--- src/rtl/pei_pkg.sv ---
// Shared definitions for the pin edge interrupt controller.
// Assumes a two-bit register address space with one register per address.
package pei_pkg;
    localparam int ADDR_W = 2;

    typedef enum logic [ADDR_W-1:0] {
        SEL_MASK = 2'd0,
        SEL_FLAG = 2'd1,
        SEL_POL  = 2'd2,
        SEL_NONE = 2'd3
    } reg_sel_e;
endpackage

--- src/rtl/pei_sync.sv ---
// Multi-stage synchronizer for a vector of asynchronous pin inputs.
// Assumes every bit is independent; no bus coherency is implied.
module pei_sync #(
    parameter int WIDTH  = 8,
    parameter int STAGES = 2
) (
    input  logic             clk,
    input  logic             rst_n,
    input  logic [WIDTH-1:0] async_in,
    output logic [WIDTH-1:0] sync_out
);
    logic [WIDTH-1:0] chain_q [STAGES];

    genvar s;
    generate
        for (s = 0; s < STAGES; s++) begin : g_stage
            if (s == 0) begin : g_first
                // First stage samples the raw pins.
                always_ff @(posedge clk) begin
                    if (!rst_n) chain_q[0] <= '0;
                    else        chain_q[0] <= async_in;
                end
            end else begin : g_next
                // Later stages resample the previous stage.
                always_ff @(posedge clk) begin
                    if (!rst_n) chain_q[s] <= '0;
                    else        chain_q[s] <= chain_q[s-1];
                end
            end
        end
    endgenerate

    assign sync_out = chain_q[STAGES-1];
endmodule

--- src/rtl/pei_edge.sv ---
// Per-pin edge detector with selectable polarity.
// Assumes a synchronized input; history is kept across polarity changes.
module pei_edge #(
    parameter int WIDTH = 8
) (
    input  logic             clk,
    input  logic             rst_n,
    input  logic [WIDTH-1:0] level,
    input  logic [WIDTH-1:0] rise_sel,
    output logic [WIDTH-1:0] hit
);
    logic [WIDTH-1:0] prev_q;

    // Holds the previous synchronized sample of each pin.
    always_ff @(posedge clk) begin
        if (!rst_n) prev_q <= '0;
        else        prev_q <= level;
    end

    genvar i;
    generate
        for (i = 0; i < WIDTH; i++) begin : g_pin
            // Picks the transition direction this pin counts as active.
            always_comb begin
                if (rise_sel[i]) hit[i] = level[i] & ~prev_q[i];
                else             hit[i] = ~level[i] & prev_q[i];
            end
        end
    endgenerate
endmodule

--- src/rtl/pei_regs.sv ---
// Register file: enable mask, polarity select and sticky write-one-clear flags.
// Assumes one access per cycle; read data is registered.
module pei_regs
    import pei_pkg::*;
#(
    parameter int WIDTH = 8
) (
    input  logic              clk,
    input  logic              rst_n,
    input  logic              we,
    input  logic [ADDR_W-1:0] addr,
    input  logic [WIDTH-1:0]  wdata,
    input  logic [WIDTH-1:0]  hit,
    output logic [WIDTH-1:0]  mask_q,
    output logic [WIDTH-1:0]  pol_q,
    output logic [WIDTH-1:0]  flag_q,
    output logic [WIDTH-1:0]  rdata_q
);
    logic             wr_mask;
    logic             wr_pol;
    logic [WIDTH-1:0] clr_bits;
    logic [WIDTH-1:0] rd_mux;

    // Decodes the write strobe into per-register enables.
    always_comb begin
        wr_mask  = we && (addr == SEL_MASK);
        wr_pol   = we && (addr == SEL_POL);
        clr_bits = (we && (addr == SEL_FLAG)) ? wdata : '0;
    end

    // Selects the register presented on the read port.
    always_comb begin
        case (addr)
            SEL_MASK: rd_mux = mask_q;
            SEL_FLAG: rd_mux = flag_q;
            SEL_POL:  rd_mux = pol_q;
            default:  rd_mux = '0;
        endcase
    end

    // Updates mask and polarity on their writes.
    always_ff @(posedge clk) begin
        if (!rst_n) begin
            mask_q <= '0;
            pol_q  <= '0;
        end else begin
            if (wr_mask) mask_q <= wdata;
            if (wr_pol)  pol_q  <= wdata;
        end
    end

    // Sticky flags: a new edge wins over a same-cycle clear.
    always_ff @(posedge clk) begin
        if (!rst_n) flag_q <= '0;
        else        flag_q <= (flag_q & ~clr_bits) | hit;
    end

    // Registers the read data.
    always_ff @(posedge clk) begin
        if (!rst_n) rdata_q <= '0;
        else        rdata_q <= rd_mux;
    end
endmodule

--- src/rtl/pei_irq.sv ---
// Combines masked flags into one registered, active-high request.
// Assumes the flag and mask vectors come from the same clock domain.
module pei_irq #(
    parameter int WIDTH = 8
) (
    input  logic             clk,
    input  logic             rst_n,
    input  logic [WIDTH-1:0] flags,
    input  logic [WIDTH-1:0] mask,
    output logic             irq_q
);
    // Registers the OR of the enabled flags.
    always_ff @(posedge clk) begin
        if (!rst_n) irq_q <= 1'b0;
        else        irq_q <= |(flags & mask);
    end
endmodule

--- src/rtl/pin_edge_irq.sv ---
// Top level of the pin edge interrupt controller.
// Assumes pins are asynchronous and the bus is synchronous to clk.
module pin_edge_irq
    import pei_pkg::*;
#(
    parameter int NUM_PINS    = 8,
    parameter int SYNC_STAGES = 2
) (
    input  logic                clk,
    input  logic                rst_n,
    input  logic [NUM_PINS-1:0] pins,
    input  logic                we,
    input  logic [ADDR_W-1:0]   addr,
    input  logic [NUM_PINS-1:0] wdata,
    output logic [NUM_PINS-1:0] rdata,
    output logic                irq
);
    logic [NUM_PINS-1:0] pin_sync;
    logic [NUM_PINS-1:0] edge_hit;
    logic [NUM_PINS-1:0] mask_q;
    logic [NUM_PINS-1:0] pol_q;
    logic [NUM_PINS-1:0] flag_q;

    pei_sync #(.WIDTH(NUM_PINS), .STAGES(SYNC_STAGES)) sync_i (
        .clk(clk), .rst_n(rst_n), .async_in(pins), .sync_out(pin_sync)
    );

    pei_edge #(.WIDTH(NUM_PINS)) edge_i (
        .clk(clk), .rst_n(rst_n), .level(pin_sync), .rise_sel(pol_q), .hit(edge_hit)
    );

    pei_regs #(.WIDTH(NUM_PINS)) regs_i (
        .clk(clk), .rst_n(rst_n), .we(we), .addr(addr), .wdata(wdata),
        .hit(edge_hit), .mask_q(mask_q), .pol_q(pol_q), .flag_q(flag_q),
        .rdata_q(rdata)
    );

    pei_irq #(.WIDTH(NUM_PINS)) irq_i (
        .clk(clk), .rst_n(rst_n), .flags(flag_q), .mask(mask_q), .irq_q(irq)
    );
endmodule

--- config.mk ---
export PLATFORM = sky130hd
export DESIGN_NAME = pin_edge_irq
export DESIGN_NICKNAME = d
export VERILOG_FILES = /design/src/rtl/pei_pkg.sv /design/src/rtl/pei_sync.sv /design/src/rtl/pei_edge.sv /design/src/rtl/pei_regs.sv /design/src/rtl/pei_irq.sv /design/src/rtl/pin_edge_irq.sv
export SDC_FILE = /design/constraint.sdc
export NUM_CORES = 1
export LEC_CHECK = 0
export BUFFER_PORTS_ARGS = -buffer_cell sky130_fd_sc_hd__buf_2
export CELL_PAD_IN_SITES_DETAIL_PLACEMENT = 1
export CELL_PAD_IN_SITES_GLOBAL_PLACEMENT = 2
export CORE_MARGIN = 2
export CORE_UTILIZATION = 32
export CTS_CLUSTER_DIAMETER = 50
export CTS_CLUSTER_SIZE = 40
export DETAILED_ROUTE_END_ITERATION = 12
export GPL_TIMING_DRIVEN = 0
export PLACE_DENSITY = 0.71
export RECOVER_POWER = 50
export SYNTH_ARGS = -nofsm -noshare
export SYNTH_HDL_FRONTEND = slang
export SYNTH_SLANG_ARGS = --single-unit
--- constraint.sdc ---
create_clock -name clk -period 1 [get_ports clk]
set_input_delay 0.1 -clock clk [delete_from_list [all_inputs] [get_ports clk]]
set_output_delay 0.1 -clock clk [all_outputs]
set_load 0.03 [all_outputs]
==> metrics <==
# nets final=273; later-pin clock latency in the skew report=320 ps; DRT Wirelength=5160 µm; Initial Util=33.2%; CORE AREA=0.00639 mm²; global-route wire length before repair=8760 µm; PnR worst setup slack=-2.37 ps; total power=4600 µW; clock tree buffer depth=2; placed cells=305; layout cells sized above 1=27.8%; Yosys reg bits=57; Detailed Place HPWL=3350 µm; 1st-pass router iterations=4; vias in the first global route=1632; DRC=0; GR Util All Layers=16.0%; Syn Inst Count=199; clk sinks=57; commonest non-fill, non-tap cell in the layout=dfxtp_1; CTS buffer count=9; Highest Clock Rate=998 MHz; Syn Std Cell Area=0.00212 mm²; DRT antenna net count=0; largest net degree at the start of global routing=11; CTS tree=yes; wire per inst=15.5 µm; Tightest Pin Transition=605 ps; Hold Path Class=in2reg; mux cell area share after synthesis=7.55%; most frequent cells in the layout=dfxtp_1 (49), buf_2 (31), mux2i_1 (16), nor2_1 (16), and2_1 (14); post-synthesis adder-cell area fraction=0%; Worst-path clk slew=60 ps; Leakage Power=0.00109 µW; Via-to-Cell Ratio=4.89; Simple-Gate Fraction of Synth Area=21.2%; gp weighted congestion=0.744; status=finished with violations; register area share after synthesis=53.8%; CTS root buffer=clkbuf_8; ANT cells=0; minimum clock period=1000 ps; CP Capture Type=flip-flop; post-synthesis compound-gate area fraction=13.2%; relative slew slack=59.7%; worst endpoint required time=1250 ps; worst ir drop on vdd=0.000672 V; Final TNS setup=-2.37 ps; synth unique cells=24; GRT Residual Overflow=0; Yosys warning count=0; Syn-to-layout area delta=25.9%; Die ar.=0.00729 mm²; RSZ-0062 raised after global routing=yes; failing checks=negative setup slack; Layout Skew=4.59 ps; Startpoint Class=flip-flop; Die Y-Extent=85.4 µm; num ports=30; Vias=1623; Final period util=100%; initial antenna violation count=0; xor/xnor share of the synthesized area=0%; Final Hold Vio Count=0; max cap viols=0; final non-filler cell total=332; Max Slew Vio Count=0; CP Class=reg2reg; Post-Syn Nets=220; crit path max fanout=2; synthesized area per cell=10.7 µm²; number of port buffers=29; row count=29; min-delay src=wdata[1]; 1st-iter DRT viols=83; largest family of logic cells by synthesized area=simple AND/OR/NAND/NOR gates; Worst Path Arrival=1250 ps; Setup Viol. Count Final=1; H-tree depth=3; critical path launch point=regs_i.pol_q[5]$_SDFFE_PN0P_; Final Util=41.8%; r2r startpoint=regs_i.pol_q[5]$_SDFFE_PN0P_; pwr dens=1720 mW/mm²; die width=85.4 µm
[cell usage after synthesis]
cell       count  share of area [%]
nor2b_1        1               0.30
nand3b_1       8                2.8
a2bb2oi_1      8                3.3
a31oi_1        8                2.4
mux2i_1       16                7.6
buf_1          1               0.18
nand2_1        8                1.4
nor2_1        16                2.8
a21oi_1        8                1.9
nand3b_2       1               0.53
buf_2          1               0.24
a41oi_1        1               0.41
or3b_2         8                3.3
nand3_1        8                1.9
and3b_1        1               0.41
clkbuf_1       4               0.71
inv_1          1               0.18
a21bo_1        8                3.8
a22oi_1        4                1.4
buf_4          1               0.35
dfxtp_1       57                 54
nor3b_2        1               0.59
and2_1        24                7.1
buf_6          5                2.7
[worst paths after layout]
| kind | to | slack, ps | cells after the start |
|---|---|---|---|
| max | regs_i.flag_q[5]$_SDFF_PN0_ | -2 | 2 |
| min reg2reg | sync_i.chain_q[1][2]$_SDFF_PN0_ | 430 | 1 |
| min | regs_i.pol_q[1]$_SDFFE_PN0P_ | 40 | 3 |
| max reg2reg | regs_i.flag_q[5]$_SDFF_PN0_ | -2 | 2 |
[what timing repair did]
action | CTS | global route
hold endpoints to repair | 8 | 0
setup buffers | 2 | 3
resized for setup | 9 | 7
setup endpoints to repair | 8 | 7
hold buffers | 8 | 0
pin swaps | 8 | 5
[area by class of cell]
class / instances / area [µm²]
fillers: 728 / 3720
flip-flops and latches: 57 / 1150
multi-input cells: 129 / 910
repair buffers: 42 / 263
clock buffers: 14 / 163
well taps: 77 / 96.3
plain buffers: 12 / 81.3
inverters: 1 / 3.75
[power breakdown]
part           internal [µW]  switching, µW  leakage (µW)
Sequential              2350           45.8      0.000469
Clock                   1010            817     0.0000826
Combinational            185            187      0.000534
Total                   3550           1050       0.00109
[registers in the layout (all words and copies together) (netlist names)]
name and flops:
edge_i.prev_q 8, irq_i.irq_q 1, regs_i.flag_q 8, regs_i.mask_q 8, regs_i.pol_q 8, regs_i.rdata_q 8
sync_i.chain_q 16
[critical path: stages (launching register included)]
cell and delay [ps]:
dfxtp_2 330, or3b_2 470, a31oi_2 130
[through the flow]
step | hold slack, ps | cell area, µm² | worst slack (ps)
5_1_grt | 39.0 | 2670 | -17.2
2_1_floorplan | 227 | 2120 | 29.2
3_5_place_dp | 311 | 2360 | -171
6_report | 43.5 | 2670 | -2.37
4_1_cts | 27.6 | 2630 | 1.89
3_3_place_gp | 305 | 2360 | -147
[per-layer routing]
metal,vias to the layer above,global-route usage [%],routed length [µm]
li1,798,-,-
met1,783,21.7,2540
met2,35,24.0,2300
met3,7,4.47,234
met4,0,6.49,89
met5,-,0,0
[logic make-up after synthesis]
kind of cell	count (synthesis)
buffers and inverters	13
AOI/OAI and AO/OA	37
and+or+nand+nor	76
DFF	57
muxes	16
No activity file was read; power rests on OpenSTA's default activity.
